==> src/rtl/tmon_pkg.sv <==
package tmon_pkg;

    localparam int REG_W = 8;
    localparam int CMD_W = 8;

    localparam logic [CMD_W-1:0] CMD_STS_RD  = 8'h02;
    localparam logic [CMD_W-1:0] CMD_CFG_RD  = 8'h03;
    localparam logic [CMD_W-1:0] CMD_CFG_WR  = 8'h09;
    localparam logic [CMD_W-1:0] CMD_ONESHOT = 8'h0F;

    localparam int BIT_BUSY    = 7;
    localparam int BIT_HOT     = 4;
    localparam int BIT_COLD    = 3;
    localparam int BIT_OPEN    = 2;
    localparam int BIT_QUIET   = 7;
    localparam int BIT_STANDBY = 6;

    typedef struct packed {
        logic quiet;
        logic standby;
    } cfg_t;

    typedef struct packed {
        logic hot;
        logic cold;
        logic open_probe;
    } flags_t;

    typedef enum logic {
        SEQ_IDLE = 1'b0,
        SEQ_CONV = 1'b1
    } seq_e;

    typedef enum logic [2:0] {
        OP_NONE,
        OP_STS_RD,
        OP_CFG_RD,
        OP_CFG_WR,
        OP_ONESHOT,
        OP_OTHER
    } op_e;

    function automatic op_e decode_wr(logic wr, logic [CMD_W-1:0] cmd);
        op_e op;
        if (!wr)                    op = OP_NONE;
        else if (cmd == CMD_CFG_WR) op = OP_CFG_WR;
        else if (cmd == CMD_ONESHOT) op = OP_ONESHOT;
        else                        op = OP_OTHER;
        return op;
    endfunction

    function automatic op_e decode_rd(logic rd, logic [CMD_W-1:0] cmd);
        op_e op;
        if (!rd)                    op = OP_NONE;
        else if (cmd == CMD_STS_RD) op = OP_STS_RD;
        else if (cmd == CMD_CFG_RD) op = OP_CFG_RD;
        else                        op = OP_OTHER;
        return op;
    endfunction

    function automatic cfg_t unpack_cfg(logic [REG_W-1:0] d);
        cfg_t c;
        c.quiet   = d[BIT_QUIET];
        c.standby = d[BIT_STANDBY];
        return c;
    endfunction

    function automatic logic [REG_W-1:0] pack_cfg(cfg_t c);
        logic [REG_W-1:0] d;
        d = '0;
        d[BIT_QUIET]   = c.quiet;
        d[BIT_STANDBY] = c.standby;
        return d;
    endfunction

    function automatic logic [REG_W-1:0] pack_status(logic busy, flags_t f);
        logic [REG_W-1:0] d;
        d = '0;
        d[BIT_BUSY] = busy;
        d[BIT_HOT]  = f.hot;
        d[BIT_COLD] = f.cold;
        d[BIT_OPEN] = f.open_probe;
        return d;
    endfunction

    function automatic logic any_flag(flags_t f);
        return f.hot | f.cold | f.open_probe;
    endfunction

endpackage

==> src/rtl/tmon_regs.sv <==
module tmon_regs
    import tmon_pkg::*;
(
    input  logic             clk,
    input  logic             rst,
    input  logic             reg_wr,
    input  logic             reg_rd,
    input  logic [CMD_W-1:0] reg_addr,
    input  logic [REG_W-1:0] reg_wdata,
    input  logic             busy,
    input  flags_t           flags,
    output cfg_t             cfg,
    output logic             oneshot_req,
    output logic             abort_req,
    output logic             status_clr,
    output logic [REG_W-1:0] reg_rdata
);

    op_e              wr_op;
    op_e              rd_op;
    cfg_t             cfg_next;
    logic [REG_W-1:0] rd_value;

    always_comb begin
        wr_op    = decode_wr(reg_wr, reg_addr);
        rd_op    = decode_rd(reg_rd, reg_addr);
        cfg_next = unpack_cfg(reg_wdata);
        case (rd_op)
            OP_STS_RD: rd_value = pack_status(busy, flags);
            OP_CFG_RD: rd_value = pack_cfg(cfg);
            default:   rd_value = '0;
        endcase
    end

    assign oneshot_req = (wr_op == OP_ONESHOT);
    assign abort_req   = (wr_op == OP_CFG_WR) && cfg_next.standby && !cfg.standby;
    assign status_clr  = (rd_op == OP_STS_RD);

    always_ff @(posedge clk) begin
        if (rst) begin
            cfg       <= '0;
            reg_rdata <= '0;
        end else begin
            if (wr_op == OP_CFG_WR) begin
                cfg <= cfg_next;
            end
            if (rd_op != OP_NONE) begin
                reg_rdata <= rd_value;
            end
        end
    end

endmodule

==> src/rtl/tmon_sched.sv <==
module tmon_sched
    import tmon_pkg::*;
#(
    parameter int PERIOD_CYC = 1000
) (
    input  logic clk,
    input  logic rst,
    input  logic standby,
    input  logic oneshot_req,
    input  logic abort_req,
    input  logic cv_done,
    output logic cv_start,
    output logic busy,
    output logic done_accept
);

    localparam int TW = (PERIOD_CYC > 2) ? $clog2(PERIOD_CYC) : 1;

    logic tick;
    logic req;
    seq_e state;

    generate
        if (PERIOD_CYC <= 1) begin : g_every
            assign tick = !standby;
        end else begin : g_count
            localparam logic [TW-1:0] LAST = TW'(PERIOD_CYC - 1);
            logic [TW-1:0] tcnt;
            always_ff @(posedge clk) begin
                if (rst || standby || tcnt == LAST) begin
                    tcnt <= '0;
                end else begin
                    tcnt <= tcnt + 1'b1;
                end
            end
            assign tick = !standby && (tcnt == LAST);
        end
    endgenerate

    assign req         = (tick || oneshot_req) && (state == SEQ_IDLE) && !abort_req;
    assign busy        = (state == SEQ_CONV);
    assign done_accept = busy && cv_done && !abort_req;

    always_ff @(posedge clk) begin
        if (rst) begin
            state    <= SEQ_IDLE;
            cv_start <= 1'b0;
        end else begin
            cv_start <= req;
            if (abort_req) begin
                state <= SEQ_IDLE;
            end else if (req) begin
                state <= SEQ_CONV;
            end else if (busy && cv_done) begin
                state <= SEQ_IDLE;
            end
        end
    end

endmodule

==> src/rtl/tmon_eval.sv <==
module tmon_eval
    import tmon_pkg::*;
#(
    parameter int DW = 8
) (
    input  logic          clk,
    input  logic          rst,
    input  logic          done_accept,
    input  logic [DW-1:0] cv_data,
    input  logic          probe_fault,
    input  logic [DW-1:0] hi_limit,
    input  logic [DW-1:0] lo_limit,
    input  logic          status_clr,
    output flags_t        flags
);

    logic   above;
    logic   below;
    flags_t kept;
    flags_t hit;

    always_comb begin
        above = cv_data > hi_limit;
        below = cv_data < lo_limit;
        kept  = status_clr ? flags_t'('0) : flags;
        hit   = '0;
        if (done_accept) begin
            if (probe_fault) begin
                hit.open_probe = 1'b1;
            end else begin
                hit.hot  = above;
                hit.cold = below;
            end
        end
    end

    always_ff @(posedge clk) begin
        if (rst) begin
            flags <= '0;
        end else begin
            flags <= kept | hit;
        end
    end

endmodule

==> src/rtl/tmon_alert.sv <==
module tmon_alert
    import tmon_pkg::*;
(
    input  logic   clk,
    input  logic   rst,
    input  flags_t flags,
    input  logic   quiet,
    input  logic   ara_query,
    output logic   alert_n,
    output logic   ara_ack
);

    logic pending;

    assign pending = any_flag(flags) && !quiet;
    assign alert_n = !pending;

    always_ff @(posedge clk) begin
        if (rst) begin
            ara_ack <= 1'b0;
        end else begin
            ara_ack <= ara_query && pending;
        end
    end

endmodule

==> src/rtl/tmon_ctrl.sv <==
module tmon_ctrl
    import tmon_pkg::*;
#(
    parameter int DW         = 8,
    parameter int PERIOD_CYC = 1000
) (
    input  logic             clk,
    input  logic             rst,
    input  logic             reg_wr,
    input  logic             reg_rd,
    input  logic [CMD_W-1:0] reg_addr,
    input  logic [REG_W-1:0] reg_wdata,
    output logic [REG_W-1:0] reg_rdata,
    input  logic [DW-1:0]    hi_limit,
    input  logic [DW-1:0]    lo_limit,
    output logic             cv_start,
    input  logic             cv_done,
    input  logic [DW-1:0]    cv_data,
    input  logic             probe_fault,
    output logic             alert_n,
    input  logic             ara_query,
    output logic             ara_ack
);

    cfg_t   cfg;
    flags_t flags;
    logic   seq_busy;
    logic   oneshot_req;
    logic   abort_req;
    logic   status_clr;
    logic   done_accept;

    tmon_regs u_regs (
        .clk         (clk),
        .rst         (rst),
        .reg_wr      (reg_wr),
        .reg_rd      (reg_rd),
        .reg_addr    (reg_addr),
        .reg_wdata   (reg_wdata),
        .busy        (seq_busy),
        .flags       (flags),
        .cfg         (cfg),
        .oneshot_req (oneshot_req),
        .abort_req   (abort_req),
        .status_clr  (status_clr),
        .reg_rdata   (reg_rdata)
    );

    tmon_sched #(.PERIOD_CYC(PERIOD_CYC)) u_sched (
        .clk         (clk),
        .rst         (rst),
        .standby     (cfg.standby),
        .oneshot_req (oneshot_req),
        .abort_req   (abort_req),
        .cv_done     (cv_done),
        .cv_start    (cv_start),
        .busy        (seq_busy),
        .done_accept (done_accept)
    );

    tmon_eval #(.DW(DW)) u_eval (
        .clk         (clk),
        .rst         (rst),
        .done_accept (done_accept),
        .cv_data     (cv_data),
        .probe_fault (probe_fault),
        .hi_limit    (hi_limit),
        .lo_limit    (lo_limit),
        .status_clr  (status_clr),
        .flags       (flags)
    );

    tmon_alert u_alert (
        .clk       (clk),
        .rst       (rst),
        .flags     (flags),
        .quiet     (cfg.quiet),
        .ara_query (ara_query),
        .alert_n   (alert_n),
        .ara_ack   (ara_ack)
    );

endmodule

==> config.mk <==
export PLATFORM = sky130hd
export DESIGN_NAME = tmon_ctrl
export DESIGN_NICKNAME = d
export VERILOG_FILES = /design/src/rtl/tmon_pkg.sv /design/src/rtl/tmon_regs.sv /design/src/rtl/tmon_sched.sv /design/src/rtl/tmon_eval.sv /design/src/rtl/tmon_alert.sv /design/src/rtl/tmon_ctrl.sv
export SDC_FILE = /design/constraint.sdc
export NUM_CORES = 1
export LEC_CHECK = 0
export ABC_AREA = 1
export BUFFER_PORTS_ARGS = -buffer_cell sky130_fd_sc_hd__buf_2
export CORE_UTILIZATION = 53
export CTS_BUF_LIST = sky130_fd_sc_hd__clkbuf_4 sky130_fd_sc_hd__clkbuf_8 sky130_fd_sc_hd__clkbuf_16
export CTS_CLUSTER_SIZE = 30
export DETAILED_ROUTE_END_ITERATION = 8
export GPL_TIMING_DRIVEN = 0
export PLACE_DENSITY = 0.85
export SYNTH_ARGS = -nofsm -noshare
export SYNTH_HDL_FRONTEND = slang
export SYNTH_HIERARCHICAL = 1
export SYNTH_SLANG_ARGS = --single-unit
==> constraint.sdc <==
create_clock -name clk -period 3.6 [get_ports clk]
set_clock_uncertainty 0.15 [all_clocks]
set_input_delay 0.72 -clock clk [delete_from_list [all_inputs] [get_ports clk]]
set_output_delay 0.72 -clock clk [all_outputs]
set_load 0.03 [all_outputs]
* Yosys cells after proc, flatten, opt, wreduce, memory -nomap -nowiden
Index checks and enable logic that the tools add are counted.
** Storage, ports and cells
- Bits in registers :: 26
- Input port bits :: 47
- Logic and storage cells :: 58
** Cells by class
- $add $sub $neg :: 1
- Order comparisons :: 2
- Eq/ne operators :: 9
- Multiplexer cells :: 13
- Bitwise logic cells :: 4
- Reductions and logical operators :: 19
** Operators with widths (count)
- 2-to-1 mux 3 bit :: 7
- equality test 8 x 2 -> 1 bit, second input constant :: 2
- equality test 8 x 4 -> 1 bit, second input constant :: 2
- case mux 8 bit (2 select lines) :: 1
- adder 10 x 1 -> 10 bit, second input constant :: 1
- equality test 10 bit, second input constant :: 1
- logical AND 1 bit :: 9
- greater-than comparator 8 bit :: 1
- less-than comparator 8 bit :: 1
- equality test 3 x 2 -> 1 bit, second input constant :: 2
- logical NOT 1 bit :: 4
- 2-to-1 mux 1 bit :: 4
- equality test 3 x 1 -> 1 bit, second input constant :: 1
- equality test 3 bit, second input constant :: 1
- logical OR 1 bit :: 3
- OR 3 bit :: 1
- nonzero test 3 bit :: 1
- 2-to-1 mux 2 bit :: 1
- OR 1 bit :: 2
- nonzero test 2 bit :: 1
- OR reduction 2 bit :: 1
- NOT 1 bit :: 1

* Longest topological paths before layout
- Depth after elaboration :: 11
- Mapped depth :: 10

* Hierarchy
The synthesis kept the hierarchy.
** Modules (own cells, without submodules)
- tmon_sched :: instances 1, cells each 69, area each 578.1 µm², sequential area each 240.2 µm²
- tmon_eval :: instances 1, cells each 77, area each 494.2 µm², sequential area each 60.1 µm²
- tmon_regs :: instances 1, cells each 65, area each 427.9 µm², sequential area each 140.1 µm²
- tmon_alert :: instances 1, cells each 9, area each 55.1 µm², sequential area each 20.0 µm²

* Worst setup path before layout
Ideal clock, no wire load.
- Path type :: input -> register
- Start point :: input port reg_addr[5]
- End point :: register u_eval/flags[2] (netlist name)
- Setup time :: 0.116 ns
- Arrival time :: 1.539 ns
- Setup slack :: 1.795 ns
- Cell stages on the path :: 10
- Cells stage by stage :: nor2_2 nand2_2 nor2_4 nand3_2 nor2_1 nor2_1 nand2_1 a21oi_1 nand2_1 a21oi_1
** Between the ends
- Word-level cells in the longest chain between the ends :: 11
- Elaborated cells on any way between the ends :: 19
- Classes of those cells :: eq/ne (6); mux (8); bitwise (1); reduce/logical (4)
** RTL lines
- start, declared :: RTL line tmon_ctrl.sv:11 : input logic [CMD_W-1:0] reg_addr,
- equality test 8 x 4 -> 1 bit :: RTL line tmon_pkg.sv:47 : else if (cmd == CMD_ONESHOT) op = OP_ONESHOT;
- 2-to-1 mux 1 bit :: RTL line tmon_pkg.sv:47
- 2-to-1 mux 3 bit * :: RTL line tmon_pkg.sv:46 : else if (cmd == CMD_CFG_WR) op = OP_CFG_WR;
- 2-to-1 mux 3 bit * :: RTL line tmon_pkg.sv:45 : if (!wr) op = OP_NONE;
- equality test 3 x 2 -> 1 bit * :: RTL line tmon_regs.sv:36 : assign abort_req = (wr_op == OP_CFG_WR) && cfg_next.standby && !cfg.standby;
- logical AND 1 bit * (2 in series) :: RTL line tmon_regs.sv:36
- named net abort_req :: RTL line tmon_ctrl.sv:29 : logic abort_req;
- logical NOT 1 bit * :: RTL line tmon_sched.sv:42 : assign done_accept = busy && cv_done && !abort_req;
- logical AND 1 bit * :: RTL line tmon_sched.sv:42
- named net done_accept :: RTL line tmon_ctrl.sv:31 : logic done_accept;
- 2-to-1 mux 3 bit * :: RTL line tmon_eval.sv:27 : if (done_accept) begin
- OR 3 bit * :: RTL line tmon_eval.sv:41 : flags <= kept | hit;
Mark *: on every way through the listed nets, which the timed path passes. The rest lies on a longest branch.
A chain may end at the register's enable or synchronous reset.

* Worst setup path in the final report
- Start point :: register u_eval/flags[1] (netlist name)
- End point :: output port alert_n
** Between the ends
- Word-level cells in the longest chain between the ends :: 4
** RTL lines
- OR 1 bit (2 in series) :: RTL line tmon_pkg.sv:87 : return f.hot | f.cold | f.open_probe;
- logical AND 1 bit :: RTL line tmon_alert.sv:15 : assign pending = any_flag(flags) && !quiet;
- logical NOT 1 bit :: RTL line tmon_alert.sv:16 : assign alert_n = !pending;
- end, declared :: RTL line tmon_ctrl.sv:20 : output logic alert_n,
Every way passes these cells.

==> results.json <==
{
  "routed_wl_mm": 2.889,
  "wl_per_cell_um": 9.472,
  "io_pins": 58,
  "drv_slew": 0,
  "grt_max_degree": 15,
  "synth_compound_gate_area_share_pct": 10.14,
  "synth.distinct_cells": 28,
  "placed_cell_area_um2": 1842,
  "port_buffers": 48,
  "rows": 19,
  "multi_input_area_um2": 925.9,
  "design_area_um2": 1869,
  "synth_largest_area_cell": "dfxtp_1",
  "drc": 0,
  "yosys.area_share.simple_pct": 33.55,
  "fmax_ghz": 0.5104,
  "diodes": 0,
  "finalSetupViolations": 0,
  "clk_pin_slew_ns": 0.12,
  "synth_flop_cell": "dfxtp_1",
  "grt_pass1_vias": 1247,
  "synth_top_area_share_pct": 29.61,
  "r2r_cells": 6,
  "grt_pass1_wl_mm": 4.864,
  "drt_iter0_drc": 52,
  "reg2reg_slack_ns": 2.15,
  "p_leak_nw": 0.9429,
  "hold-path-endpoint": "u_regs/reg_rdata[2]",
  "end_kind": "output port",
  "synth_top_family_by_area": "simple AND/OR/NAND/NOR gates",
  "grt_overflow": 0,
  "vias": 1454,
  "root_buffer": "clkbuf_4",
  "vias_per_cell": 4.767,
  "synth_warnings": 6,
  "dieArea_um2": 3155,
  "final_cells": 305,
  "hold_ws_ns": 0.3295,
  "hpwl_mm": 2.453,
  "cts_tree": "done",
  "timing.rr.end": "u_sched/g_count.tcnt[8]",
  "coreArea_um2": 2758,
  "antenna_left": 0,
  "dp_slack_ns": 1.525,
  "min_from": "u_regs/reg_rdata[2]",
  "synth-seq-area-share_pct": 29.61,
  "first_pass_iters": 4,
  "cts_made_buffers": 3,
  "crit_arrival_ns": 1.09,
  "path_class": "flop to output port",
  "drive_above_1_share_pct": 30.66,
  "hp-class": "flop to flop",
  "rsz0062_at_grt": "false",
  "die_y_um": 56.17,
  "setup_ws_ns": 1.641,
  "synthTopCellsByArea": "dfxtp_1 (30%), ha_1 (13%), nand2_1 (11%), inv_1 (9.4%), a21oi_1 (5.8%)",
  "grt_usage_pct": 18.57,
  "crit_fanout": 3,
  "synthAdderAreaFrac_pct": 12.87,
  "fin_nets": 338,
  "ir_drop_uv": 219.2,
  "maxCapViolations": 0,
  "fin_setup_tns_ns": 0,
  "num-fill-cells": 254,
  "post-cts-setup-buffers": 0,
  "syn_to_final_growth_pct": 20.19,
  "post-route-min-period_ns": 1.959,
  "rr_startpoint": "u_sched/g_count.tcnt[0]",
  "htree_levels": 1,
  "cts.sinks": 23,
  "netlist_area_um2": 1555,
  "dieWidth_um": 56.17,
  "antenna_found_initial": 0,
  "finalCritPeriodShare_pct": 54.42,
  "dp.cells": 301,
  "startpoint_type": "flop",
  "cp.required_ns": 2.73,
  "clock_latency_ns": 0.30,
  "async_reset_ff_share_pct": 0,
  "yosys-top-cells-count": "nand2_1 (45), inv_1 (39), dfxtp_1 (23)",
  "ys_ff_latch": 23,
  "start_util_pct": 56.40,
  "synthXorXnorAreaFrac_pct": 2.253,
  "synth_cells": 220,
  "regArea_um2": 460.4,
  "min_path_cells": 2,
  "ctsResizeCount": 0,
  "gp_congestion": 0.8134,
  "synth_most_common_cell": "nand2_1",
  "status": "finished, final reports clean",
  "synth-edff-count": 0,
  "synth.avg_cell_area_um2": 7.069,
  "cts_hold_buf": 0,
  "muxShareOfSynthArea_pct": 0,
  "finalHoldViolations": 0,
  "clockBufferDepth": 2,
  "powerDensity_nw_per_um2": 251.8
}
## cell families (layout without fill, tap and decap cells)
family | after synthesis | count (layout)
buf+inv | 44 | 96
simple gates | 105 | 105
flops | 23 | 23
fa+ha+maj | 16 | 16
xor+xnor | 4 | 4
compound gates | 27 | 27
other cells | 1 | 3
## cell type report
cell class / count / area share (%)
multi-input combinational: 155 / 49.53
sequential: 23 / 24.63
buffer: 3 / 1.205
timing repair buffer: 48 / 12.85
clock inverter: 1 / 0.2677
tap: 31 / 2.075
clock buffer: 3 / 1.205
inverter: 41 / 8.233
## worst max-delay path: stages, from the launching register on
cell	delay (ns)
dfxtp_1	0.34
nor2_1	0.10
nand2_1	0.08
nand2_2	0.07
buf_2	0.19
## report_power, final
part | internal, mW | switching [mW] | leakage (nW)
registers | 0.258 | 0.00289 | 0.186
logic | 0.0424 | 0.0517 | 0.739
clock network | 0.0413 | 0.0745 | 0.0177
## sequential cells by signal, indices dropped and copies added, names as in the netlist
name,cells
u_sched/g_count.tcnt,10
u_regs/reg_rdata,5
u_eval/flags,3
u_regs/cfg,2
u_alert/ara_ack,1
u_sched/busy,1
u_sched/cv_start,1
## through the flow
| stage | utilization [%] | total power [mW] |
|---|---|---|
| 2_1_floorplan | - | 0.3226 |
| 3_3_place_gp | 66.79 | 0.3565 |
| 3_5_place_dp | 66.79 | 0.3607 |
| 4_1_cts | 67.79 | 0.4767 |
| 5_1_grt | 67.79 | 0.4991 |
| 6_report | 67.79 | 0.4707 |
## worst max-delay path by stage
stage                    startpoint              end  slack, ns  depth (start not counted)
floorplan               reg_addr[5]  u_eval/flags[2]       1.80                         10
global placement        reg_addr[5]  u_eval/flags[2]       1.54                         11
detailed placement      reg_addr[5]  u_eval/flags[2]       1.52                         11
CTS                 u_eval/flags[1]          alert_n       1.62                          4
global route        u_eval/flags[1]          alert_n       1.55                          4
finish              u_eval/flags[1]          alert_n       1.64                          4
## cell usage in the layout, fill, tap and decap left out, drive strengths merged
cell and n:
nand2 54, buf 51, inv 41, nor2 31, dfxtp 23, a21oi 20, ha 16, nand3 12
clkbuf 3, o21ai 3, conb 3, xor2 3, nand4 3, nor3 3, o21a 2, clkinv 1
nor4 1, o21bai 1, xnor2 1, a211oi 1, or2 1
## per-layer routing
layer  vias up  part of all wire (%)  GRT usage [%]
li1        793                     -              -
met4         0                  0.73          5.226
met3         2                   4.8          2.326
met1       623                    49          23.13
met2        36                    46          33.33
met5         -                     0              0
Power figures use the tool's default switching activity.
